`config.mk`:
```
export PLATFORM = sky130hd
export DESIGN_NAME = evt_irq_ctrl
export DESIGN_NICKNAME = d
export VERILOG_FILES = /design/src/rtl/eic_pkg.sv /design/src/rtl/eic_decode.sv /design/src/rtl/eic_flags.sv /design/src/rtl/eic_mask.sv /design/src/rtl/evt_irq_ctrl.sv
export SDC_FILE = /design/constraint.sdc
export NUM_CORES = 1
export LEC_CHECK = 0
export BUFFER_PORTS_ARGS = -buffer_cell sky130_fd_sc_hd__buf_4
export CAP_MARGIN = 15
export CELL_PAD_IN_SITES_DETAIL_PLACEMENT = 1
export CELL_PAD_IN_SITES_GLOBAL_PLACEMENT = 1
export CORE_ASPECT_RATIO = 0.7
export CORE_MARGIN = 2
export CORE_UTILIZATION = 34
export CTS_CLUSTER_DIAMETER = 40
export DETAILED_ROUTE_END_ITERATION = 12
export GPL_TIMING_DRIVEN = 0
export PLACE_DENSITY_LB_ADDON = 0.1
export SYNTH_ARGS = -nofsm -noshare
export SYNTH_HDL_FRONTEND = slang
export SYNTH_SLANG_ARGS = --single-unit
```
`constraint.sdc`:
```
create_clock -name clk -period 1.25 [get_ports clk]
set_input_delay 0.125 -clock clk [delete_from_list [all_inputs] [get_ports clk]]
set_output_delay 0.125 -clock clk [all_outputs]
set_load 0.05 [all_outputs]
```
`src/rtl/eic_pkg.sv`:
```
package eic_pkg;
    // Word offsets of the register bus.
    localparam int unsigned OFS_FLAGS = 0;
    localparam int unsigned OFS_MASK  = 1;
    localparam int unsigned OFS_ALLOW = 2;
    localparam int unsigned OFS_BLOCK = 3;

    // Default source count and valid positions (bit 8 unused).
    localparam int unsigned DEF_SRC_W = 10;
    localparam logic [DEF_SRC_W-1:0] DEF_VALID = 10'h2FF;

    typedef struct packed {
        logic clr;     // write-one-to-clear on flags
        logic allow;   // write-one clears mask bits
        logic block;   // write-one sets mask bits
    } wr_sel_t;

    typedef enum logic [1:0] {
        RD_NONE  = 2'd0,
        RD_FLAGS = 2'd1,
        RD_MASK  = 2'd2
    } rd_sel_e;
endpackage

```
`src/rtl/eic_decode.sv`:
```
module eic_decode
    import eic_pkg::*;
#(
    parameter int unsigned ADDR_W = 4
) (
    input  logic              we,
    input  logic [ADDR_W-1:0] addr,
    output wr_sel_t           wsel,
    output rd_sel_e           rsel
);
    always_comb begin
        wsel = '0;
        rsel = RD_NONE;
        if (addr == ADDR_W'(OFS_FLAGS)) begin
            rsel      = RD_FLAGS;
            wsel.clr  = we;
        end else if (addr == ADDR_W'(OFS_MASK)) begin
            rsel      = RD_MASK;
        end else if (addr == ADDR_W'(OFS_ALLOW)) begin
            wsel.allow = we;
        end else if (addr == ADDR_W'(OFS_BLOCK)) begin
            wsel.block = we;
        end
    end
endmodule

```
`src/rtl/eic_flags.sv`:
```
module eic_flags #(
    parameter int unsigned      SRC_W = 10,
    parameter logic [SRC_W-1:0] VALID = 10'h2FF
) (
    input  logic             clk,
    input  logic             rst_n,
    input  logic [SRC_W-1:0] evt,
    input  logic             clr,
    input  logic [SRC_W-1:0] wd,
    output logic [SRC_W-1:0] flags_q,
    output logic [SRC_W-1:0] flags_d
);
    typedef struct packed {
        logic [SRC_W-1:0] flags;
    } fl_state_t;

    fl_state_t st_d, st_q;

    always_comb begin
        logic [SRC_W-1:0] kill;
        st_d = st_q;
        kill = clr ? wd : '0;
        // set wins over clear on the same edge
        st_d.flags = ((st_q.flags & ~kill) | evt) & VALID;
    end

    always_ff @(posedge clk or negedge rst_n) begin
        if (!rst_n) st_q <= '0;
        else        st_q <= st_d;
    end

    assign flags_q = st_q.flags;
    assign flags_d = st_d.flags;
endmodule

```
`src/rtl/eic_mask.sv`:
```
module eic_mask #(
    parameter int unsigned      SRC_W = 10,
    parameter logic [SRC_W-1:0] VALID = 10'h2FF
) (
    input  logic             clk,
    input  logic             rst_n,
    input  logic             allow,
    input  logic             block,
    input  logic [SRC_W-1:0] wd,
    output logic [SRC_W-1:0] mask_q,
    output logic [SRC_W-1:0] mask_d
);
    typedef struct packed {
        logic [SRC_W-1:0] mask;
    } mk_state_t;

    mk_state_t st_d, st_q;

    always_comb begin
        st_d = st_q;
        if (allow) st_d.mask = st_d.mask & ~wd;
        if (block) st_d.mask = st_d.mask | wd;
        st_d.mask = st_d.mask & VALID;
    end

    always_ff @(posedge clk or negedge rst_n) begin
        if (!rst_n) st_q.mask <= VALID;
        else        st_q <= st_d;
    end

    assign mask_q = st_q.mask;
    assign mask_d = st_d.mask;
endmodule

```
`src/rtl/evt_irq_ctrl.sv`:
```
module evt_irq_ctrl
    import eic_pkg::*;
#(
    parameter int unsigned      SRC_W  = DEF_SRC_W,
    parameter int unsigned      DATA_W = 16,
    parameter int unsigned      ADDR_W = 4,
    parameter logic [SRC_W-1:0] VALID  = DEF_VALID
) (
    input  logic              clk,
    input  logic              rst_n,
    input  logic [SRC_W-1:0]  evt_i,
    input  logic [ADDR_W-1:0] bus_addr_i,
    input  logic              bus_we_i,
    input  logic [DATA_W-1:0] bus_wdata_i,
    output logic [DATA_W-1:0] bus_rdata_o,
    output logic              irq_o
);
    wr_sel_t          wsel;
    rd_sel_e          rsel;
    logic [SRC_W-1:0] wd_src;
    logic [SRC_W-1:0] flags_q, flags_d;
    logic [SRC_W-1:0] mask_q, mask_d;

    assign wd_src = bus_wdata_i[SRC_W-1:0];

    generate
        if (DATA_W > SRC_W) begin : g_hi
            logic unused_wd_hi;
            assign unused_wd_hi = ^bus_wdata_i[DATA_W-1:SRC_W];
        end
    endgenerate

    eic_decode #(.ADDR_W(ADDR_W)) u_dec (
        .we   (bus_we_i),
        .addr (bus_addr_i),
        .wsel (wsel),
        .rsel (rsel)
    );

    eic_flags #(.SRC_W(SRC_W), .VALID(VALID)) u_flags (
        .clk     (clk),
        .rst_n   (rst_n),
        .evt     (evt_i),
        .clr     (wsel.clr),
        .wd      (wd_src),
        .flags_q (flags_q),
        .flags_d (flags_d)
    );

    eic_mask #(.SRC_W(SRC_W), .VALID(VALID)) u_mask (
        .clk    (clk),
        .rst_n  (rst_n),
        .allow  (wsel.allow),
        .block  (wsel.block),
        .wd     (wd_src),
        .mask_q (mask_q),
        .mask_d (mask_d)
    );

    // Read multiplexer
    always_comb begin
        unique case (rsel)
            RD_FLAGS: bus_rdata_o = DATA_W'(flags_q);
            RD_MASK:  bus_rdata_o = DATA_W'(mask_q);
            default:  bus_rdata_o = '0;
        endcase
    end

    // Interrupt register, follows the next flag/mask state
    typedef struct packed {
        logic irq;
    } irq_state_t;

    irq_state_t ir_d, ir_q;

    always_comb begin
        ir_d     = ir_q;
        ir_d.irq = |(flags_d & ~mask_d);
    end

    always_ff @(posedge clk or negedge rst_n) begin
        if (!rst_n) ir_q <= '0;
        else        ir_q <= ir_d;
    end

    assign irq_o = ir_q.irq;
endmodule

```
# Word level (Yosys, flattened, before mapping)
# Index checks and enable logic that the tools add are counted.
dict set report op_classes {
  n_eq_ne 5
  muxes 12
  bitwise 8
  n_reduce_logical 2
}
# operator n
set op_table {}
lappend op_table {{$and A10 B10 Y10} 3}
lappend op_table {{$mux W10} 3}
lappend op_table {{$not A10 Y10} 3}
lappend op_table {{$or A10 B10 Y10} 2}
lappend op_table {{$pmux W10 S2} 1}
lappend op_table {{$reduce_or A10 Y1} 1}
lappend op_table {{$eq A4 B2 Y1 const B} 2}
lappend op_table {{$mux W2} 4}
lappend op_table {{$eq A4 B1 Y1 const B} 1}
lappend op_table {{$logic_not A4 Y1} 1}
lappend op_table {{$mux W1} 4}
lappend op_table {{$eq A2 B1 Y1 const B} 1}
lappend op_table {{$eq A2 B2 Y1 const B} 1}
dict set report totals {
  reg_bits 19
  in_bits 33
  output_inout_bits 17
}

# Depth between registers and ports, before layout
dict set report depth {
  word_depth 11
  depth_mapped 6
}

# Hierarchy
# Synthesis repeated with hierarchy kept, for this count alone.
dict set report unflattened {
  cells_unflattened 121
  area_unflattened_um2 1116.1
}
# module n_inst cells_per_inst area_per_inst_um2 seq_area_each_um2
set by_module_without_submodules {}
lappend by_module_without_submodules {eic_mask 1 32 386.6 236.5}
lappend by_module_without_submodules {eic_flags 1 31 356.6 225.2}
lappend by_module_without_submodules {evt_irq_ctrl 1 50 310.3 25.0}
lappend by_module_without_submodules {eic_decode 1 8 62.6 0.0}

# Least setup slack after synthesis
# OpenSTA, ideal clock, no wires.
dict set report synth_timing {
  path_type {input-to-output}
  from {input bus_addr_i[1]}
  to {output bus_rdata_o[0]}
  arrival_time_ns 1.447
  setup_slack_ns -0.322
  cell_stages 3
  path_buffers 1
  cell_sequence {or3_2 -> clkbuf_1 -> nor2_1}
}
dict set report synth_between {
  elab_chain_len 5
  elab_cells_between_ends 7
  classes_between {eq/ne: 3; mux: 3; reduce/logical: 1}
}
# item line
set synth_rtl {}
lappend synth_rtl {{start, declared} evt_irq_ctrl.sv:12} ;# input logic [ADDR_W-1:0] bus_addr_i,
lappend synth_rtl {{$eq A4 B1 Y1} eic_decode.sv:17} ;# end else if (addr == ADDR_W'(OFS_MASK)) begin
lappend synth_rtl {{$mux W2} eic_decode.sv:17}
lappend synth_rtl {{$mux W2 (*)} eic_decode.sv:14} ;# if (addr == ADDR_W'(OFS_FLAGS)) begin
lappend synth_rtl {{$eq A2 B2 Y1 / $eq A2 B1 Y1 (equally long branches)} evt_irq_ctrl.sv:62} ;# unique case (rsel)
lappend synth_rtl {{$pmux W10 S2 (*)} evt_irq_ctrl.sv:62}
lappend synth_rtl {{end, declared} evt_irq_ctrl.sv:15} ;# output logic [DATA_W-1:0] bus_rdata_o,
# Mark *: on every way between the ends. The rest lies on a longest branch, timed or not.

# Final worst setup path
dict set report layout_timing {
  from {register u_mask.st_q (netlist bit u_mask.mask_q[2])}
  to {register ir_q, in the netlist irq_o}
}
dict set report layout_between {
  elab_chain_len 7
}
# item line
set layout_rtl {}
lappend layout_rtl {{start, declared} eic_mask.sv:17} ;# mk_state_t st_d, st_q;
lappend layout_rtl {{start signal, assigned} eic_mask.sv:28} ;# else st_q <= st_d;
lappend layout_rtl {{$and A10 B10 Y10} eic_mask.sv:21} ;# if (allow) st_d.mask = st_d.mask & ~wd;
lappend layout_rtl {{$mux W10 (*)} eic_mask.sv:21}
lappend layout_rtl {{$or A10 B10 Y10} eic_mask.sv:22} ;# if (block) st_d.mask = st_d.mask | wd;
lappend layout_rtl {{$mux W10 (*)} eic_mask.sv:22}
lappend layout_rtl {{$not A10 Y10 (*)} evt_irq_ctrl.sv:78} ;# ir_d.irq = |(flags_d & ~mask_d);
lappend layout_rtl {{$and A10 B10 Y10 (*)} evt_irq_ctrl.sv:78}
lappend layout_rtl {{$reduce_or A10 Y1 (*)} evt_irq_ctrl.sv:78}
lappend layout_rtl {{named net ir_d} evt_irq_ctrl.sv:74} ;# irq_state_t ir_d, ir_q;
lappend layout_rtl {{end signal, assigned} evt_irq_ctrl.sv:83} ;# else ir_q <= ir_d;
lappend layout_rtl {{end, declared} evt_irq_ctrl.sv:74}
# The timed path passes the listed nets; every way through them passes the cells marked *.

==> results.toml <==
[yosys]
seq_area_frac_synth_pct = 42.0
synth_area_leaders = "sky130_fd_sc_hd__dfrtp_1 (22%), sky130_fd_sc_hd__dfstp_2 (20%), sky130_fd_sc_hd__mux2i_1 (12%), sky130_fd_sc_hd__nand2_1 (4.9%), sky130_fd_sc_hd__a21o_1 (4.5%)"
synth.distinct_cells = 31
syn_area_sq_mm = 0.00116
ys_warn_count = 0
syn-instance-count = 120
postSynthAreaPerCell_sq_um = 9.66
synth.ff_latch_count = 19
synth_largest_area_cell = "sky130_fd_sc_hd__dfrtp_1"
netlist.area_leader.share_pct = 21.6

[timing]
skew_ps = 1.66
final-setup-viol-count = 6
fin_crit_ps = 1290
rsz_0062_raised_after_global_routing = "yes"
post-route-worst-setup-slack_ps = -36.6
fmax_ghz = 0.777
final_hold_viols = 0
final_min_period_over_clock_period_pct = 103
report.final.slew_viol_count = 0

[worst_setup_path]
timing.rr.start = "u_mask.mask_q[2]$_DFF_PN1_"
crit_path_start_kind = "flop"
cp_data_arrival_time_ps = 1410
worst_path_dominant_cell_family = "flip-flops"
cp.required_ps = 1380
worstSetupPathType = "reg2reg"
critical_path.cell_chain = "buf_4 > mux2i_1 > o22ai_1 > and3_1 > nand4_1"
worst-path-max-fanout = 3
timing.critical_path.slowest_cell_delay_ps = 550
critPathLaunch = "u_mask.mask_q[2]$_DFF_PN1_"
worst_setup_path_end_kind = "flop"
critical-path-slowest-cell = "sky130_fd_sc_hd__dfstp_2"
timing.critical_path.buf_inv = 1

[power_and_ir_drop]
share_seq_of_total_power_pct = 42.8
power_switching_mw = 0.585
leakagePower_nw = 0.763
power_density_cells_mw_per_mm2 = 1010
clock_power_share_pct = 23.0
switching_share_pct = 31.7
power_mw = 1.85
internal_power_of_the_cells_mw = 1.26
logic_gate_share_of_total_power_pct = 34.2
peakVddDrop_mv = 0.436

[clock_network]
cts-htree-levels = 1
numCtsBuffers = 3
cts_tree = "done"
cts.root.buffer_cell = "sky130_fd_sc_hd__clkbuf_8"
cts.reportedPaths.clkPinSlew_ps = 70
worstSkewPairLatency_ps = 250
tritoncts_num_sinks = 19
ctsLongestPathBuffers = 2

[die]
io_pins = 50
core-area_sq_mm = 0.00321
initial_core_util_pct = 36.1
fp.dieArea_sq_mm = 0.00390
row_count = 17
die_height_microns = 52.8
die_w_microns = 73.8

[routing]
detailedRoute.firstIterationViolations = 35
drt-pass1-iter-count = 5
route.final.wire_length_microns = 3370
vias_per_cell = 4.94
vias = 1073
ant_nets = 0
remaining_drc_errors = 0
route.detailed.wl_per_inst_microns = 15.5

[final_layout]
postLayoutCoreUtil_pct = 57.1
most-common-layout-cells = "sky130_fd_sc_hd__buf_4 (36), sky130_fd_sc_hd__nand2_1 (15), sky130_fd_sc_hd__nor2_4 (10), sky130_fd_sc_hd__dfrtp_1 (10), sky130_fd_sc_hd__dfstp_2 (9)"
mostFrequentLayoutCell = "sky130_fd_sc_hd__buf_4"
antenna_cells = 0
layout.nets = 204
area.growth.synth_to_final_pct = 58.4
drive_gt1_share_pct = 52.9

[outcome]
status = "finished, violations left"
violations_in_the_final_reports = "negative setup slack"

[grt]
first_global_vias = 1123
overall_fraction_of_global_route_tracks_in_use_pct = 19.6
grt_residual_overflow = 0
grt_antenna_before_repair = 0
grt_pass1_wl_microns = 5590
grt_start_max_net_pins = 20

[place]
port_buffers = 34
place_hpwl_microns = 2390
gp_routability_congestion = 0.779

[run]
max_cap_violations = 0

[hold_path]
hold_class = "in2reg"
worst_hold_startpoint = "evt_i[3]"
-- metrics by stage --
stage	setup WS, ps	cells	area, sq um	TNS (ps)	hold slack [ps]
finish	-36.6	217	1840	-81.9	72.0
CTS	-31.8	216	1790	-106	66.5
global placement	-397	207	1570	-3020	15.0
floorplan	0.0229	126	1250	0	-171
global route	-119	217	1840	-499	65.1
detailed placement	-432	207	1570	-3290	14.7
-- routing by layer --
layer	share of wire [%]	wire length [microns]	vias to the layer above	track usage [%]
met5	0	0	-	0
li1	-	-	511	-
met1	48	1630	524	28.6
met4	0.21	7	0	2.73
met3	4.6	154	2	3.46
met2	47	1580	36	31.0
-- cell families (layout without fill, tap and decap cells) --
kind of cell           count (synthesis)  after routing  synth area share [%]
AND/OR/NAND/NOR                       50             50                  23.4
other                                  1              7                 0.324
flip-flops                            19             19                  42.0
buffers and inverters                 16             60                  8.32
multiplexers                          16             16                  14.4
AO/OA/AOI/OAI                         18             18                  11.6
-- worst paths after layout --
check,end,slack (ps),depth (start not counted)
max,irq_o$_DFF_PN0_,-40,5
min,u_flags.flags_q[3]$_DFF_PN0_,70,2
max reg2reg,irq_o$_DFF_PN0_,-40,5
min reg2reg,u_mask.mask_q[5]$_DFF_PN1_,510,2
max in group asynchronous,u_mask.mask_q[7]$_DFF_PN1_,690,2
min in group asynchronous,u_flags.flags_q[6]$_DFF_PN0_,290,2
-- final cells by class --
type | instances | area [sq um]
buffer | 11 | 108
clock buffer | 4 | 45.0
fill | 365 | 1380
inverter | 4 | 15.0
multi-input combinational | 91 | 749
sequential | 19 | 487
tap | 47 | 58.8
timing repair buffer | 41 | 373
-- Yosys cell counts (all sizes together) --
cell type  instances
mux2i             14
a22o               3
mux2               2
clkbuf             2
nand3              8
a21o               7
dfstp              9
and2               1
o22a               1
nor2              13
nor3b              1
inv                4
conb               1
nand2             16
nand4              1
nor3               3
dfrtp             10
and4bb             4
a32oi              2
or2b               1
and3               1
or3                1
o22ai              3
buf               10
a21oi              2
-- what timing repair did --
item | in CTS | in global routing
pin swaps | 10 | 0
gates cloned | 1 | 0
resized for setup | 29 | 7
setup buffers | 4 | 1
endpoints found under the setup margin | 10 | 10
endpoints found under the hold margin | 19 | 0
hold buffers | 1 | 0
-- sequential cells by signal (all words and copies together), names as in the netlist --
register,count
u_mask.mask_q,9
u_flags.flags_q,9
irq_o,1
-- power by group through the flow --
stage | clock network, mW | registers, mW | logic, mW
after floorplan | 0 | 0.770 | 0.341
after global placement | 0 | 0.785 | 0.473
after detailed placement | 0 | 0.789 | 0.489
after CTS | 0.439 | 0.783 | 0.600
after global routing | 0.464 | 0.799 | 0.680
final | 0.426 | 0.791 | 0.632
(Power assumes the default switching activity.)
